[src/rtl/nand_seq_pkg.sv]
package nand_seq_pkg;
  typedef enum logic [1:0] {
    OP_NONE  = 2'b00,
    OP_WRITE = 2'b01,
    OP_READ  = 2'b10,
    OP_RSVD  = 2'b11
  } op_e;

  typedef enum logic [2:0] {
    ST_IDLE,
    ST_CMD,
    ST_ADDR,
    ST_WAIT,
    ST_DATA
  } state_e;

  typedef enum logic [1:0] {
    PH_IDLE,
    PH_LO,
    PH_HI
  } phase_e;
endpackage

[src/rtl/nand_strobe_timer.sv]
module nand_strobe_timer
  import nand_seq_pkg::*;
#(
  parameter int T_LO = 2,
  parameter int T_HI = 2
) (
  input  logic clk,
  input  logic rst,
  input  logic start,
  input  logic use_re,
  output logic busy,
  output logic rise,
  output logic fin,
  output logic we_n,
  output logic re_n
);
  localparam int TMAX = (T_LO > T_HI) ? T_LO : T_HI;
  localparam int CW   = $clog2(TMAX + 1);

  phase_e        ph;
  logic [CW-1:0] cnt;

  assign busy = (ph != PH_IDLE);
  assign rise = (ph == PH_LO) && (cnt == '0);
  assign fin  = (ph == PH_HI) && (cnt == '0);

  always_ff @(posedge clk) begin
    if (rst) begin
      ph   <= PH_IDLE;
      cnt  <= '0;
      we_n <= 1'b1;
      re_n <= 1'b1;
    end else begin
      case (ph)
        PH_IDLE: if (start) begin
          ph   <= PH_LO;
          cnt  <= CW'(T_LO - 1);
          we_n <= use_re;
          re_n <= !use_re;
        end
        PH_LO: if (cnt == '0) begin
          ph   <= PH_HI;
          cnt  <= CW'(T_HI - 1);
          we_n <= 1'b1;
          re_n <= 1'b1;
        end else begin
          cnt <= cnt - 1'b1;
        end
        PH_HI: if (cnt == '0) ph <= PH_IDLE;
               else cnt <= cnt - 1'b1;
        default: ph <= PH_IDLE;
      endcase
    end
  end

  logic [CW:0] lo_run;
  always_ff @(posedge clk) begin
    if (rst) lo_run <= '0;
    else if (!we_n || !re_n) lo_run <= lo_run + 1'b1;
    else lo_run <= '0;
  end


  strobe_width_chk: assert property (@(posedge clk) disable iff (rst)
    ($rose(we_n) || $rose(re_n)) |-> (lo_run == (CW+1)'(T_LO)));


  strobe_excl_chk: assert property (@(posedge clk) disable iff (rst)
    !(!we_n && !re_n));
endmodule

[src/rtl/nand_rb_wait.sv]
module nand_rb_wait #(
  parameter int T_WB = 4
) (
  input  logic clk,
  input  logic rst,
  input  logic start,
  input  logic rb,
  output logic done
);
  localparam int CW = $clog2(T_WB + 1);

  logic [1:0]    sync;
  logic          rb_s;
  logic          active;
  logic [CW-1:0] cnt;

  assign rb_s = sync[1];

  always_ff @(posedge clk) begin
    if (rst) begin
      sync   <= 2'b00;
      active <= 1'b0;
      cnt    <= '0;
      done   <= 1'b0;
    end else begin
      sync <= {sync[0], rb};
      done <= 1'b0;
      if (start) begin
        active <= 1'b1;
        cnt    <= CW'(T_WB);
      end else if (active) begin
        if (cnt != '0) begin
          cnt <= cnt - 1'b1;
        end else if (rb_s) begin
          active <= 1'b0;
          done   <= 1'b1;
        end
      end
    end
  end

  logic [CW:0] age;
  always_ff @(posedge clk) begin
    if (rst) age <= '0;
    else if (start) age <= '0;
    else if (active && (age != '1)) age <= age + 1'b1;
  end


  rb_seen_ready_chk: assert property (@(posedge clk) disable iff (rst)
    done |-> $past(rb_s));


  min_wait_chk: assert property (@(posedge clk) disable iff (rst)
    done |-> (age >= (CW+1)'(T_WB)));
endmodule

[src/rtl/nand_bus_seq.sv]
module nand_bus_seq
  import nand_seq_pkg::*;
#(
  parameter int IO_W     = 8,
  parameter int ADDR_MAX = 5,
  parameter int LEN_W    = 12,
  parameter int T_LO     = 2,
  parameter int T_HI     = 2,
  parameter int T_WB     = 4,
  localparam int NA_W    = $clog2(ADDR_MAX + 1)
) (
  input  logic                  clk,
  input  logic                  rst,
  input  logic                  req_valid,
  output logic                  req_ready,
  input  logic [7:0]            req_cmd,
  input  logic [ADDR_MAX*8-1:0] req_addr,
  input  logic [NA_W-1:0]       req_naddr,
  input  logic [1:0]            req_op,
  input  logic [LEN_W-1:0]      req_len,
  input  logic                  wr_valid,
  output logic                  wr_ready,
  input  logic [IO_W-1:0]       wr_data,
  output logic                  rd_valid,
  input  logic                  rd_ready,
  output logic [IO_W-1:0]       rd_data,
  output logic                  done,
  output logic                  nand_ce_n,
  output logic                  nand_cle,
  output logic                  nand_ale,
  output logic                  nand_we_n,
  output logic                  nand_re_n,
  output logic [IO_W-1:0]       nand_io_out,
  output logic                  nand_io_oe,
  input  logic [IO_W-1:0]       nand_io_in,
  input  logic                  nand_rb
);
  state_e                state;
  op_e                   op_q;
  logic [7:0]            cmd_q;
  logic [ADDR_MAX*8-1:0] addr_q;
  logic [NA_W-1:0]       na_q;
  logic [LEN_W-1:0]      len_q;
  logic                  issued;
  logic                  data_pend;

  logic t_start, t_busy, t_rise, t_fin, w_start, w_done;
  logic is_rd, can_go, bus_state;

  assign is_rd     = (state == ST_DATA) && (op_q == OP_READ);
  assign bus_state = (state == ST_CMD) || (state == ST_ADDR) || (state == ST_DATA);

  always_comb begin
    can_go = 1'b1;
    if (state == ST_DATA) can_go = is_rd ? !rd_valid : wr_valid;
  end

  assign t_start   = bus_state && !issued && !t_busy && can_go;
  assign wr_ready  = t_start && (state == ST_DATA) && (op_q == OP_WRITE);
  assign w_start   = (state == ST_WAIT) && !issued;
  assign req_ready = (state == ST_IDLE);

  nand_strobe_timer #(.T_LO(T_LO), .T_HI(T_HI)) u_timer (
    .clk(clk), .rst(rst), .start(t_start), .use_re(is_rd),
    .busy(t_busy), .rise(t_rise), .fin(t_fin),
    .we_n(nand_we_n), .re_n(nand_re_n)
  );

  nand_rb_wait #(.T_WB(T_WB)) u_rbwait (
    .clk(clk), .rst(rst), .start(w_start), .rb(nand_rb), .done(w_done)
  );

  always_ff @(posedge clk) begin
    if (rst) begin
      state       <= ST_IDLE;
      op_q        <= OP_NONE;
      cmd_q       <= '0;
      addr_q      <= '0;
      na_q        <= '0;
      len_q       <= '0;
      issued      <= 1'b0;
      data_pend   <= 1'b0;
      done        <= 1'b0;
      rd_valid    <= 1'b0;
      rd_data     <= '0;
      nand_ce_n   <= 1'b1;
      nand_cle    <= 1'b0;
      nand_ale    <= 1'b0;
      nand_io_oe  <= 1'b0;
      nand_io_out <= '0;
    end else begin
      done <= 1'b0;
      if (rd_valid && rd_ready) rd_valid <= 1'b0;
      if (t_rise && is_rd) begin
        rd_valid <= 1'b1;
        rd_data  <= nand_io_in;
      end
      if (t_start) begin
        issued     <= 1'b1;
        nand_cle   <= (state == ST_CMD);
        nand_ale   <= (state == ST_ADDR);
        nand_io_oe <= !is_rd;
        case (state)
          ST_CMD:  nand_io_out <= IO_W'(cmd_q);
          ST_ADDR: nand_io_out <= IO_W'(addr_q[7:0]);
          default: nand_io_out <= is_rd ? nand_io_out : wr_data;
        endcase
      end
      if (w_start) issued <= 1'b1;
      if (t_fin) begin
        nand_cle   <= 1'b0;
        nand_ale   <= 1'b0;
        nand_io_oe <= 1'b0;
      end
      case (state)
        ST_IDLE: if (req_valid) begin
          cmd_q     <= req_cmd;
          addr_q    <= req_addr;
          na_q      <= req_naddr;
          op_q      <= op_e'(req_op);
          len_q     <= req_len;
          data_pend <= ((req_op == OP_WRITE) || (req_op == OP_READ)) && (req_len != '0);
          nand_ce_n <= 1'b0;
          state     <= ST_CMD;
        end
        ST_CMD: if (t_fin) begin
          issued <= 1'b0;
          state  <= (na_q != '0) ? ST_ADDR : ST_WAIT;
        end
        ST_ADDR: if (t_fin) begin
          issued <= 1'b0;
          addr_q <= addr_q >> 8;
          na_q   <= na_q - 1'b1;
          if (na_q == NA_W'(1)) state <= ST_WAIT;
        end
        ST_WAIT: if (w_done) begin
          issued <= 1'b0;
          if (data_pend) begin
            data_pend <= 1'b0;
            state     <= ST_DATA;
          end else begin
            state     <= ST_IDLE;
            nand_ce_n <= 1'b1;
            done      <= 1'b1;
          end
        end
        ST_DATA: if (t_fin) begin
          issued <= 1'b0;
          len_q  <= len_q - 1'b1;
          if (len_q == LEN_W'(1)) begin
            if (op_q == OP_WRITE) begin
              state <= ST_WAIT;
            end else begin
              state     <= ST_IDLE;
              nand_ce_n <= 1'b1;
              done      <= 1'b1;
            end
          end
        end
        default: state <= ST_IDLE;
      endcase
    end
  end


  latch_excl_chk: assert property (@(posedge clk) disable iff (rst)
    !(nand_cle && nand_ale));


  ce_covers_strobe_chk: assert property (@(posedge clk) disable iff (rst)
    nand_ce_n |-> (nand_we_n && nand_re_n));


  read_release_chk: assert property (@(posedge clk) disable iff (rst)
    !nand_re_n |-> !nand_io_oe);


  rd_hold_chk: assert property (@(posedge clk) disable iff (rst)
    (rd_valid && !rd_ready) |=> (rd_valid && $stable(rd_data)));


  done_single_chk: assert property (@(posedge clk) disable iff (rst)
    done |=> !done);


  ready_idle_chk: assert property (@(posedge clk) disable iff (rst)
    req_ready |-> nand_ce_n);
endmodule

[config.mk]
export PLATFORM = sky130hd
export DESIGN_NAME = nand_bus_seq
export DESIGN_NICKNAME = d
export VERILOG_FILES = /design/src/rtl/nand_seq_pkg.sv /design/src/rtl/nand_strobe_timer.sv /design/src/rtl/nand_rb_wait.sv /design/src/rtl/nand_bus_seq.sv
export SDC_FILE = /design/constraint.sdc
export NUM_CORES = 1
export LEC_CHECK = 0
export ABC_AREA = 0
export BUFFER_PORTS_ARGS = -buffer_cell sky130_fd_sc_hd__buf_2
export CORE_AREA = 2 2 102 104
export DETAILED_ROUTE_END_ITERATION = 10
export DIE_AREA = 0 0 104 106
export PLACE_DENSITY = 0.79
export SKIP_CTS_REPAIR_TIMING = 1
export SYNTH_ARGS = -nofsm -noshare
export SYNTH_HDL_FRONTEND = slang
export SYNTH_HIERARCHICAL = 1
export SYNTH_SLANG_ARGS = --single-unit
[constraint.sdc]
create_clock -name clk -period 2.5 [get_ports clk]
set_input_delay 0.125 -clock clk [delete_from_list [all_inputs] [get_ports clk]]
set_output_delay 0.125 -clock clk [all_outputs]
set_load 0.01 [all_outputs]
==> summary.md <==
The signed area change from the synthesized netlist to the final layout works out to 17.1%. For the worst-skew pair, the clock arrives at the later sink with an insertion delay of 0.38 ns. The proportion of layout cells with a drive suffix above 1 was 21.5%; the post-detailed-route wirelength per cell was 14.7 um.

In this run the tightest slew margin relative to its limit is 23.3%. The worst hold path belongs to the class in2reg. Initial antenna violation count: 0.

The cell area that synthesis handed to floorplanning was 0.00536 sq mm. The dominant cell type by count on the critical path was a211oi_1. The first detailed-routing pass took 5 iterations.

The run gives 2.52 nW as the leakage component of the power. The first-pass GRT wire length was 22.5 mm; the data required time of the worst path was 2.79 ns. Subtracting the final worst setup slack from the clock period gives 2.33 ns. The number of standard cells after synthesis was 679; the cell row count was 37. The final layout contains routed wiring with a total length of 13.4 mm. The max-slew violation total from the final report was 0; the flop and latch count out of synthesis was 105.

The tools report the category of the worst setup path capture point as a flop. The repair_antennas step left the layout with diodes totalling 0. For the pin with the worst max-slew slack, the measured transition is 1.15 ns.

The signal on the critical path passes through inv_1, ha_1, and2_1, nand3b_1, a211o_1, a211oi_1, nor2_1, a211oi_1. Setup violations remaining at the end of the flow were counted as 0. The commonest cells after synthesis are 120 x nand2_1, 105 x dfxtp_1, 75 x nor2_1, 66 x a21oi_1, 40 x a311oi_1. The net count of the finished layout is 873. The delay of the slowest cell on the worst path was 0.44 ns.

The total number of yosys warnings was 6; the maximum number of pins on one net before global-route repair was 114. In this run the deepest clock path goes through 2 buffers. CTS built an H-tree with a depth of 3. The worst ir drop on vdd came out at 0.000423 V.

The hold slack was -0.0239 ns; the number of primary I/O pins was 113. Based on the critical path, the design can be clocked at up to 0.430 GHz. Counting every net in the synthesized netlist gives 780. The CTS sink count was 105; the effective utilization at floorplan was 53.6%. The number of different library cells used by synthesis comes to 69. The tools report the total track usage as 24.5%. The power density of the placed cells is 982 mW/mm^2. Among all cell types in the netlist, the one instantiated most often is nand2_1. Once detailed placement completed, the half-perimeter wirelength came to 9.53 mm. The share of synthesized flip-flops with an asynchronous set or reset came out at 0%. Once detail routing completed, the nets flagged for antenna violations numbered 0. After layout, the worst path uses 93.0% of the clock period. The cell sitting at the root of the clock tree is a clkbuf_8. In the synthesized netlist the dominant register cell turns out to be dfxtp_1. Counting the buffers created by CTS gives 9. From bottom edge to top edge, the die measures 106 um. The average size of a mapped cell was 7.90 sq um. The floorplan step defined a die boundary enclosing 0.0110 sq mm. TritonCTS built the clock tree. The iteration-0 DRC count of the detailed router is 367, and the vias after detailed routing is 5171.

The critical path start-end classification was reg2reg. The CTS clock-pin slew for the worst setup and hold paths is 0.11 ns. Summed over all layers, the global routing overflow is 0. The die is 104 um wide.

At the worst endpoint, the arrival time is 2.61 ns. Count of flip-flops with a built-in enable after synthesis: 0. The final reports fail on negative hold slack. The count of endpoints failing hold in the final timing report was 7; the number of input and output port buffers inserted was 112. The standard cell core area was 0.0100 sq mm; the worst-case clock skew was 0.0118 ns. The logs give 4761 for the number of global-route vias before repair and 0.935 for the global placer's final weighted congestion. Standard cell with the maximum stage delay on the critical path: and2_1. The sequential share of the synthesized area was 39.2%; the total negative slack for setup checks was 0 ns. The average via count per standard cell works out to 5.66. In this run the biggest area consumer among cell types represents 39.2% of the synthesized area. Along the worst path, the maximum fanout reaches 13.

The startpoint class of the critical path is a flop. Setup repair after global routing left no endpoint under its margin. The run finished, with violations left.

DRC violations left: 0. The biggest area consumer among synthesized cells is dfxtp_1. Ranked by total cell area, the synthesized netlist is headed by dfxtp_1 39%, nand2_1 8.4%, a311oi_1 6.5%, a21oi_1 6.2%, nor2_1 5.2%. The tools report the max-cap violation count as 0.
[registers in the layout, summed over array words and instances (netlist names), 2 cells and up]
register       count
cmd_q              8
u_timer/cnt        2
rd_data            8
na_q               3
state              3
op_q               2
addr_q            40
u_rbwait/sync      2
u_timer/ph         2
len_q             12
nand_io_out        8
u_rbwait/cnt       3
[cells by family (layout without fill, tap and decap cells)]
logic type / Yosys count / in the layout / synth area share (%)
simple gates: 296 / 296 / 26.5
compound gates: 183 / 183 / 23.7
flops: 105 / 105 / 39.2
buf+inv: 71 / 169 / 5.55
fa+ha+maj: 15 / 15 / 3.45
mux: 7 / 7 / 1.33
xor+xnor: 2 / 2 / 0.327
[final cells by class]
| cell class | count | area (sq um) |
|---|---|---|
| fillers | 911 | 3720 |
| multi-input cells | 503 | 2970 |
| flip-flops and latches | 105 | 2100 |
| repair buffers | 134 | 748 |
| well taps | 136 | 170 |
| clock buffers | 11 | 151 |
| inverters | 19 | 71.3 |
| clock inverters | 5 | 62.6 |
[routing by layer]
metal | GRT usage (%) | wire length [um] | vias up
li1 | - | - | 2599
met1 | 32.2 | 5930 | 2384
met2 | 41.5 | 6530 | 164
met3 | 3.19 | 725 | 24
met4 | 8.59 | 252 | 0
met5 | 0 | 0 | -
[path summary, 6_finish.rpt]
kind                                                  from  cells after the start                       to  slack (ns)
worst min-delay path                            req_cmd[5]                      3    cmd_q[5]$_SDFFE_PP0P_       -0.02
worst max-delay path            u_timer/ph[0]$_SDFFE_PP0P_                      8    state[0]$_SDFFE_PP0P_        0.17
worst max register to register  u_timer/ph[0]$_SDFFE_PP0P_                      8    state[0]$_SDFFE_PP0P_        0.17
worst min register to register     rd_data[0]$_SDFFE_PP0P_                      2  rd_data[0]$_SDFFE_PP0P_        0.45
[worst max-delay path, delay by kind of cell, from the launching register on]
family / cells / cell delay (ns)
AO/OA/AOI/OAI: 3 / 0.95
adder cells (fa/ha/maj): 1 / 0.20
buffers and inverters: 1 / 0.10
flip-flops: 1 / 0.35
AND/OR/NAND/NOR: 3 / 0.64
[stage by stage]
stage | cell area (sq um) | setup WS, ns | util, % | std cells | power [W]
6_report | 6280 | 0.175 | 62.8 | 913 | 0.00617
5_1_grt | 6280 | 0.0118 | 62.8 | 913 | 0.00661
2_1_floorplan | 5360 | 0.400 | - | 679 | 0.00436
4_1_cts | 6250 | 0.185 | 62.5 | 910 | 0.00616
3_3_place_gp | 6040 | 0.344 | 60.4 | 894 | 0.00493
3_5_place_dp | 6040 | 0.205 | 60.4 | 894 | 0.00504
[cell usage in the layout (no fill, tap or decap), drive strengths merged, types with 6 or more instances in the layout]
master  Yosys  layout
o21ai      17      17
buf        15     131
ha         14      14
nand2     121     121
a22o        7       7
dfxtp     105     105
inv        19      20
nand2b     16      16
nor4        7       7
nor3b       6       6
a21oi      66      66
nand3      27      27
clkbuf     37      11
mux2i       6       6
nor3       10      10
a211oi      9       9
nor2       77      77
a311oi     42      42
a22oi       9       9
[power by group]
part	total [W]	internal (W)	switching, W	leakage, nW
Combinational	0.00266	0.00110	0.00156	1.56
Clock	0.00113	0.000523	0.000610	0.102
Sequential	0.00237	0.00206	0.000310	0.862
No activity file was read; power rests on OpenSTA's default activity.
